$ cat src/rtl/pwm_timer_pkg.sv
package pwm_timer_pkg;
  localparam int NUM_FLAGS = 2;
  localparam int FLAG_OVF  = 0;
  localparam int FLAG_CMP  = 1;
endpackage

$ cat src/rtl/pwm_sticky_flag.sv
module pwm_sticky_flag (
  input  logic clk_i,
  input  logic rst_ni,
  input  logic set_i,
  input  logic clr_i,
  output logic flag_o
);
  always_ff @(posedge clk_i or negedge rst_ni) begin
    if (!rst_ni)     flag_o <= 1'b0;
    else if (set_i)  flag_o <= 1'b1;   // set wins over clear
    else if (clr_i)  flag_o <= 1'b0;
  end
endmodule

$ cat src/rtl/pwm_cnt_core.sv
module pwm_cnt_core #(
  parameter int CNT_W = 16
) (
  input  logic             clk_i,
  input  logic             rst_ni,
  input  logic             en_i,
  input  logic             center_i,
  input  logic [CNT_W-1:0] mod_i,
  input  logic [CNT_W-1:0] cmp_i,
  output logic [CNT_W-1:0] cnt_q_o,
  output logic             dn_q_o,
  output logic [CNT_W-1:0] mod_q_o,
  output logic [CNT_W-1:0] cmp_q_o,
  output logic [CNT_W-1:0] cnt_n_o,
  output logic             dn_n_o,
  output logic [CNT_W-1:0] mod_n_o,
  output logic [CNT_W-1:0] cmp_n_o,
  output logic             reload_o
);
  localparam logic [CNT_W-1:0] ONE  = CNT_W'(1);
  localparam logic [CNT_W-1:0] ZERO = '0;

  logic [CNT_W-1:0] cnt_q, mod_q, cmp_q, cnt_inc;
  logic             dn_q, at_end;

  assign cnt_inc = cnt_q + ONE;

  always_comb begin
    at_end   = center_i ? (dn_q && cnt_q == ZERO) : (cnt_q >= mod_q);
    reload_o = en_i && at_end;
    mod_n_o  = reload_o ? mod_i : mod_q;
    cmp_n_o  = reload_o ? cmp_i : cmp_q;
    cnt_n_o  = cnt_q;
    dn_n_o   = dn_q;
    if (en_i) begin
      if (center_i) begin
        if (dn_q && cnt_q != ZERO) begin
          cnt_n_o = cnt_q - ONE;
        end else begin
          cnt_n_o = cnt_inc;
          dn_n_o  = (cnt_inc >= mod_n_o);  // peak state is tagged falling
        end
      end else begin
        cnt_n_o = at_end ? ZERO : cnt_inc;
        dn_n_o  = 1'b1;
      end
    end
  end

  always_ff @(posedge clk_i or negedge rst_ni) begin
    if (!rst_ni) begin
      cnt_q <= '0;
      dn_q  <= 1'b1;
      mod_q <= '0;
      cmp_q <= '0;
    end else begin
      cnt_q <= cnt_n_o;
      dn_q  <= dn_n_o;
      mod_q <= mod_n_o;
      cmp_q <= cmp_n_o;
    end
  end

  assign cnt_q_o = cnt_q;
  assign dn_q_o  = dn_q;
  assign mod_q_o = mod_q;
  assign cmp_q_o = cmp_q;
endmodule

$ cat src/rtl/pwm_cmp_unit.sv
module pwm_cmp_unit #(
  parameter int CNT_W = 16
) (
  input  logic             clk_i,
  input  logic             rst_ni,
  input  logic             en_i,
  input  logic             center_i,
  input  logic [CNT_W-1:0] cnt_n_i,
  input  logic             dn_n_i,
  input  logic [CNT_W-1:0] mod_n_i,
  input  logic [CNT_W-1:0] cmp_n_i,
  output logic             pwm_raw_o,
  output logic             match_o
);
  logic cmp_nz, lvl_n;

  assign cmp_nz = (cmp_n_i != '0);

  always_comb begin
    if (center_i) lvl_n = cmp_nz && (dn_n_i ? (cnt_n_i <= cmp_n_i) : (cnt_n_i < cmp_n_i));
    else          lvl_n = (cnt_n_i < cmp_n_i);
  end

  // zero and out-of-range compare values never flag
  assign match_o = en_i && cmp_nz && (cmp_n_i <= mod_n_i) && (cnt_n_i == cmp_n_i);

  always_ff @(posedge clk_i or negedge rst_ni) begin
    if (!rst_ni) pwm_raw_o <= 1'b0;
    else         pwm_raw_o <= lvl_n;
  end
endmodule

$ cat src/rtl/pwm_timer_channel.sv
module pwm_timer_channel
  import pwm_timer_pkg::*;
#(
  parameter int CNT_W = 16
) (
  input  logic             clk_i,
  input  logic             rst_ni,
  input  logic             en_i,
  input  logic             center_i,
  input  logic             pol_low_i,
  input  logic [CNT_W-1:0] mod_i,
  input  logic [CNT_W-1:0] cmp_i,
  input  logic             ovf_clr_i,
  input  logic             cmp_clr_i,
  output logic             pwm_o,
  output logic             ovf_flag_o,
  output logic             cmp_flag_o
);
  logic [CNT_W-1:0] cnt_q, mod_q, cmp_q, cnt_n, mod_n, cmp_n;
  logic             dn_q, dn_n, reload, match_evt, pwm_raw;
  logic [NUM_FLAGS-1:0] flag_set, flag_clr, flag_q;

  pwm_cnt_core #(.CNT_W(CNT_W)) u_core (
    .clk_i    (clk_i),
    .rst_ni   (rst_ni),
    .en_i     (en_i),
    .center_i (center_i),
    .mod_i    (mod_i),
    .cmp_i    (cmp_i),
    .cnt_q_o  (cnt_q),
    .dn_q_o   (dn_q),
    .mod_q_o  (mod_q),
    .cmp_q_o  (cmp_q),
    .cnt_n_o  (cnt_n),
    .dn_n_o   (dn_n),
    .mod_n_o  (mod_n),
    .cmp_n_o  (cmp_n),
    .reload_o (reload)
  );

  pwm_cmp_unit #(.CNT_W(CNT_W)) u_cmp (
    .clk_i     (clk_i),
    .rst_ni    (rst_ni),
    .en_i      (en_i),
    .center_i  (center_i),
    .cnt_n_i   (cnt_n),
    .dn_n_i    (dn_n),
    .mod_n_i   (mod_n),
    .cmp_n_i   (cmp_n),
    .pwm_raw_o (pwm_raw),
    .match_o   (match_evt)
  );

  assign flag_set[FLAG_OVF] = reload;
  assign flag_set[FLAG_CMP] = match_evt;
  assign flag_clr[FLAG_OVF] = ovf_clr_i;
  assign flag_clr[FLAG_CMP] = cmp_clr_i;

  for (genvar g = 0; g < NUM_FLAGS; g++) begin : g_flag
    pwm_sticky_flag u_flag (
      .clk_i  (clk_i),
      .rst_ni (rst_ni),
      .set_i  (flag_set[g]),
      .clr_i  (flag_clr[g]),
      .flag_o (flag_q[g])
    );
  end

  assign ovf_flag_o = flag_q[FLAG_OVF];
  assign cmp_flag_o = flag_q[FLAG_CMP];
  assign pwm_o      = pwm_raw ^ pol_low_i;
endmodule

$ cat config.mk
export PLATFORM = sky130hd
export DESIGN_NAME = pwm_timer_channel
export DESIGN_NICKNAME = d
export VERILOG_FILES = /design/src/rtl/pwm_timer_pkg.sv /design/src/rtl/pwm_sticky_flag.sv /design/src/rtl/pwm_cnt_core.sv /design/src/rtl/pwm_cmp_unit.sv /design/src/rtl/pwm_timer_channel.sv
export SDC_FILE = /design/constraint.sdc
export NUM_CORES = 1
export LEC_CHECK = 0
export ABC_AREA = 1
export BUFFER_PORTS_ARGS = -buffer_cell sky130_fd_sc_hd__buf_4
export CAP_MARGIN = 15
export CORE_MARGIN = 5
export CORE_UTILIZATION = 25
export DETAILED_ROUTE_END_ITERATION = 12
export GPL_TIMING_DRIVEN = 0
export MAX_ROUTING_LAYER = met4
export PLACE_DENSITY_LB_ADDON = 0.12
export SYNTH_ARGS = -nofsm -noshare
export SYNTH_HDL_FRONTEND = slang
export SYNTH_HIERARCHICAL = 1
export SYNTH_SLANG_ARGS = --single-unit
$ cat constraint.sdc
create_clock -name clk_i -period 7.2 [get_ports clk_i]
set_input_delay 0.36 -clock clk_i [delete_from_list [all_inputs] [get_ports clk_i]]
set_output_delay 0.36 -clock clk_i [all_outputs]
set_load 0.01 [all_outputs]
# [Word level (Yosys, flattened, before mapping)]
# Cells that the tools add are included.
[totals] wordCells=44 inputBits=39 output_inout_bits=3 reg_bits=52
[op_classes] n_mux=16 magnitude_cmp=5 n_eq_ne=1 reduce_logical=12 n_bitwise=1 addsub=2
[op_table] cell="2-to-1 mux 16 bit" count=6
[op_table] cell=">= comparator 16 bit" count=2
[op_table] cell="less-or-equal comparator 16 bit" count=2
[op_table] cell="nonzero test 16 bit" count=2
[op_table] cell="adder 16 x 1 -> 16 bit (second input constant)" count=1
[op_table] cell="== test 16 bit" count=1
[op_table] cell="logical NOT 16 bit" count=1
[op_table] cell="less-than comparator 16 bit" count=1
[op_table] cell="subtractor 16 x 1 -> 16 bit (second input constant)" count=1
[op_table] cell="2-to-1 mux 1 bit" count=10
[op_table] cell="logical AND 1 bit" count=7
[op_table] cell="nonzero test 2 bit" count=2
[op_table] cell="bitwise XOR 1 bit" count=1

# [Longest topological paths before layout]
[depth] ltp_word=12 mapped_depth=30 ltp_nobuf=29

# [Hierarchy]
# Netlist, hierarchy kept.
[by_module_without_submodules] module="pwm_cnt_core" area_per_inst_um2=4037.6 seq_area_each_um2=1227.4 n_inst=1 cells_each=611
[by_module_without_submodules] module="pwm_cmp_unit" area_per_inst_um2=967.2 seq_area_each_um2=25.0 n_inst=1 cells_each=156
[by_module_without_submodules] module="pwm_sticky_flag" area_per_inst_um2=40.0 seq_area_each_um2=25.0 n_inst=2 cells_each=5
[by_module_without_submodules] module="pwm_timer_channel" area_per_inst_um2=18.8 seq_area_each_um2=0.0 n_inst=1 cells_each=5

# [Worst setup path before layout]
# No wires, ideal clock.
[synth_timing] path_type="register -> register" start="register u_core.cnt_q[0], in the netlist u_core/cnt_q_o[0]" end="register u_cmp.pwm_raw_o" path_stages_with_launch=22 setup_slack_ns=4.272 arrival_ns=2.855 setup_time_ns=0.073 required_ns=7.127 path_buffers=1 synth_period_minus_slack_ns=2.928 path_cell_list="dfrtp_1 > inv_1 > ha_1 > nand2_1 > nand3_1 > nand2_1 > nand2_1 > nand2_1 > nand2_1 > nand2_1 > nand3_1 > nand2_4 > buf_2 > o21ai_1 > ha_1 > nand2_1 > o21a_1 > o211ai_1 > nor2_1 > a21oi_1 > nand3_1 > a21oi_2"
[synth_via] elab_chain_cells=12 elab_cells_between_ends=25 classes_between="add/sub (2); order compare (4); mux (12); reduce/logical (7)"
[synth_rtl] item="start, declared" line="pwm_cnt_core.sv:23" text="logic [CNT_W-1:0] cnt_q, mod_q, cmp_q, cnt_inc;"
[synth_rtl] item="start signal, assigned" line="pwm_cnt_core.sv:57" text="cnt_q <= cnt_n_o;"
[synth_rtl] item="parallel branches: the longest is 6 deep, another holds >= comparator 16 bit"
[synth_rtl] item="2-to-1 mux 1 bit (*)" line="pwm_cnt_core.sv:37" text="if (dn_q && cnt_q != ZERO) begin"
[synth_rtl] item="2-to-1 mux 1 bit (*)" line="pwm_cnt_core.sv:36" text="if (center_i) begin"
[synth_rtl] item="2-to-1 mux 1 bit (*)" line="pwm_cnt_core.sv:35" text="if (en_i) begin"
[synth_rtl] item="via dn_n" line="pwm_timer_channel.sv:20" text="logic dn_q, dn_n, reload, match_evt, pwm_raw;"
[synth_rtl] item="2-to-1 mux 1 bit (*)" line="pwm_cmp_unit.sv:20" text="if (center_i) lvl_n = cmp_nz && (dn_n_i ? (cnt_n_i <= cmp_n_i) : (cnt_n_i < cmp_n_i));"
[synth_rtl] item="logical AND 1 bit (*)" line="pwm_cmp_unit.sv:20"
[synth_rtl] item="2-to-1 mux 1 bit (*)" line="pwm_cmp_unit.sv:20"
[synth_rtl] item="via u_cmp.lvl_n" line="pwm_cmp_unit.sv:15" text="logic cmp_nz, lvl_n;"
[synth_rtl] item="end signal, assigned" line="pwm_cmp_unit.sv:29" text="else pwm_raw_o <= lvl_n;"
[synth_rtl] item="end, declared" line="pwm_cmp_unit.sv:12" text="output logic pwm_raw_o,"
# Mark *: on every way through the listed nets, which the timed path passes.
# A chain may end at the register's enable or synchronous reset.

# [Final worst setup path]
# Ends and elaborated chain as after synthesis.

==> impl_metrics.ini <==
[status]
outcome = finished clean

[clock_tree]
cts_htree_levels = 2
clock_path_buffers = 2
post_cts_resize_count = 0
hold_buffers = 0
insertion_delay_ns = 0.30
numCtsBuffers = 5
cts_root_buf = clkbuf_16
cts_num_sinks = 52
post_cts_buffers = 0
clk_pin_slew_ns = 0.07
cts_tree = built

[sta]
period_minus_slack_ns = 3.839
setup_violations = 0
rsz0062_at_grt = no
finalClockSkew_ns = 0.006548
post-route-period-util_pct = 53.32
worst_pin_slew_ns = 0.7285
final-hold-violation-count = 0
slew_viol_final = 0
clock.fmax_mhz = 260.5
setup_ws_ns = 3.361
tns_ns = 0
maxSlewHeadroom_pct = 51.43

[worst_setup_path]
worstPathCellList = inv_1 > ha_1 > nand2_1 > nand3_1 > nand2_1 > nand2_1 > nand2_1 > nand2_1 > nand2_1 > nand3_1 > nand2_4 > buf_2 > o21ai_1 > ha_1 > nand2_1 > o21a_1 > o211ai_1 > nor2_1 > a21oi_1 > nand3_1 > a21oi_2
cp-end-kind = register
cp.required_ns = 7.42
crit_slowest_cell = dfrtp_1
worstPathArrival_ns = 4.06
path_class = reg -> reg
cp-start-kind = register
cpPeakStageDelay_ns = 0.47
worstPathMaxFanout = 10
cpMostUsedCell = nand2_1

[detailed_routing]
drtIter0Drc = 212
avgViaCountPerCell = 4.316
drt-pass1-iter-count = 4
wl_per_cell_um = 14.40
vias = 4752
wl_mm = 15.86
route.detailed.drc = 0
ant_nets = 0

[die]
die_x_um = 152.9
die-area_um2 = 23370
die_y_um = 152.9
coreArea_um2 = 20170
ios = 42
rows = 52
initial_utilization_pct = 25.30

[cells_and_area]
insertedDiodeCount = 0
drive_gt1_share_pct = 12.27
area_growth_pct = 15.59
fin_util_pct = 29.25
layout.nets = 935
stdcell_area_um2 = 5899

[synth]
synthesis.area_um2 = 5104
synth_top_area_share_pct = 25.01
ys_warn_count = 6
syn_area_per_cell_um2 = 6.526
seq_area_frac_synth_pct = 25.52
ys_types = 36
postSynthCellCount = 782
synth_seq_cells = 52
synthTopCellsByArea = dfrtp_1, nand2_1, ha_1
synth_top_area_cell = dfrtp_1
synth_nets = 887

[power]
pwr-share-seq_pct = 20.2
p_sw_w = 0.001361
p_leak_nw = 3.252
clkPwrFrac_pct = 9.8
sw_frac_of_total_pct = 52.89
comb_power_share_pct = 70.0
p_per_area_nw_per_um2 = 436.3
vdd_ir_drop_max_mv = 0.1721
p_int_w = 0.001213

[global_route]
grt_pass1_vias = 4735
overflow = 0
grt.total_usage_pct = 14.17
antenna_found_initial = 0
grt_pass1_wl_mm = 25.76
grt_max_degree = 53

[placement]
place_congestion = 0.8266
post-place-ws_ns = 3.218
io_buffers = 41
place_hpwl_mm = 13.39
place_area_um2 = 5749

[worst_hold_path]
min_path_type = in -> async

[run]
drv_cap = 0
==> area by class of cell <==
class	instances	area, um^2
Inverter	100	377.9
Timing Repair Buffer	41	307.8
Tap cell	270	337.8
Clock buffer	7	142.6
Clock inverter	1	7.507
Buffer	26	166.4
Sequential cell	52	1303
Multi-Input combinational cell	604	3257
Fill cell	2332	14270
==> Yosys cell counts <==
library cell and instances:
a21o_1 1, a21o_2 1, a21oi_1 29, a21oi_2 2, a21oi_4 1, buf_2 12, buf_4 3, buf_6 4
buf_8 1, clkbuf_1 5, clkbuf_2 1, clkinv_1 2, dfrtp_1 51, dfstp_2 1, ha_1 66, inv_1 97
inv_4 1, nand2_1 314, nand2_2 15, nand2_4 1, nand3_1 30, nand3_2 1, nand4_1 26, nor2_1 51
nor2_2 6, nor2_4 3, nor3_1 3, nor3_2 1, nor4_1 1, o211ai_1 3, o21a_1 2, o21ai_0 15
o21ai_1 15, o21bai_1 1, xnor2_1 4, xor2_1 12
==> cells in the final DEF (no fill, tap or decap), drive strengths merged <==
cell type	Yosys	layout
xnor2	4	4
dfstp	1	1
o211ai	3	3
a21o	2	2
o21bai	1	1
nand2	330	330
inv	98	98
nand3	31	31
nand4	26	26
clkinvlp	0	1
nor4	1	1
a21oi	32	32
buf	20	61
clkinv	2	2
xor2	12	12
clkbuf	6	13
o21ai	30	30
ha	66	66
dfrtp	51	51
o21a	2	2
nor3	4	4
nor2	60	60
==> path summary, 6_finish.rpt <==
| check | cells past startpoint | endpoint | startpoint | slack [ns] |
|---|---|---|---|---|
| min reg2reg | 2 | g_flag[0].u_flag/flag_o | g_flag[0].u_flag/flag_o | 0.47 |
| max in group asynchronous | 1 | u_core/cmp_q_o[11] | rst_ni | 6.60 |
| max reg2reg | 21 | u_cmp/pwm_raw_o | u_core/cnt_q_o[0] | 3.36 |
| min | 1 | u_core/mod_q_o[0] | rst_ni | 0.11 |
| max | 21 | u_cmp/pwm_raw_o | u_core/cnt_q_o[0] | 3.36 |
| min in group clk_i | 4 | g_flag[1].u_flag/flag_o | cmp_clr_i | 0.28 |
==> critical path, delay by kind of cell, from the launching register on <==
kind                       cells  cell delay (ns)
AOI/OAI and AO/OA              5             0.94
adders and majority gates      2             0.63
buffers and inverters          2             0.47
DFF                            1             0.47
and+or+nand+nor               12             1.22
==> stage by stage <==
stage / std cells / hold WS (ns) / total power, W
finish: 1101 / 0.1065 / 0.002574
global route: 1101 / 0.1852 / 0.002929
CTS: 1101 / 0.1518 / 0.002626
detailed placement: 1093 / 0.4643 / 0.002355
global placement: 1093 / 0.4609 / 0.002361
floorplan: 782 / 0.06441 / 0.001856
==> power by group through the flow <==
stage / clock, W / combinational, W / sequential (W)
floorplan: 0 / 0.00136 / 0.000494
global placement: 0 / 0.00183 / 0.000526
detailed placement: 0 / 0.00183 / 0.000526
CTS: 0.000265 / 0.00184 / 0.000520
global route: 0.000273 / 0.00212 / 0.000536
finish: 0.000252 / 0.00180 / 0.000519
==> sequential cells by signal, indices dropped and copies added, names as in the netlist <==
register,cells
u_core/cmp_q_o,16
u_core/cnt_q_o,16
u_core/mod_q_o,16
g_flag.u_flag/flag_o,2
u_cmp/pwm_raw_o,1
u_core/dn_q_o,1
==> layer usage <==
metal	wire length [um]	up-vias	GRT usage, %	share of wire (%)
met5	0	-	-	0
met4	263	0	3.352	1.7
met3	248	17	0.9613	1.6
met2	7454	53	23.39	47
met1	7891	2115	19.13	50
li1	-	2567	-	-
==> logic make-up after synthesis <==
logic type	share of synthesized area (%)
AOI/OAI and AO/OA	7.649
xor gates and xnor gates	2.746
adders and majority gates	16.18
buffers and inverters	10.66
DFF	25.52
and+or+nand+nor	37.24
Power figures use the tool's default switching activity.
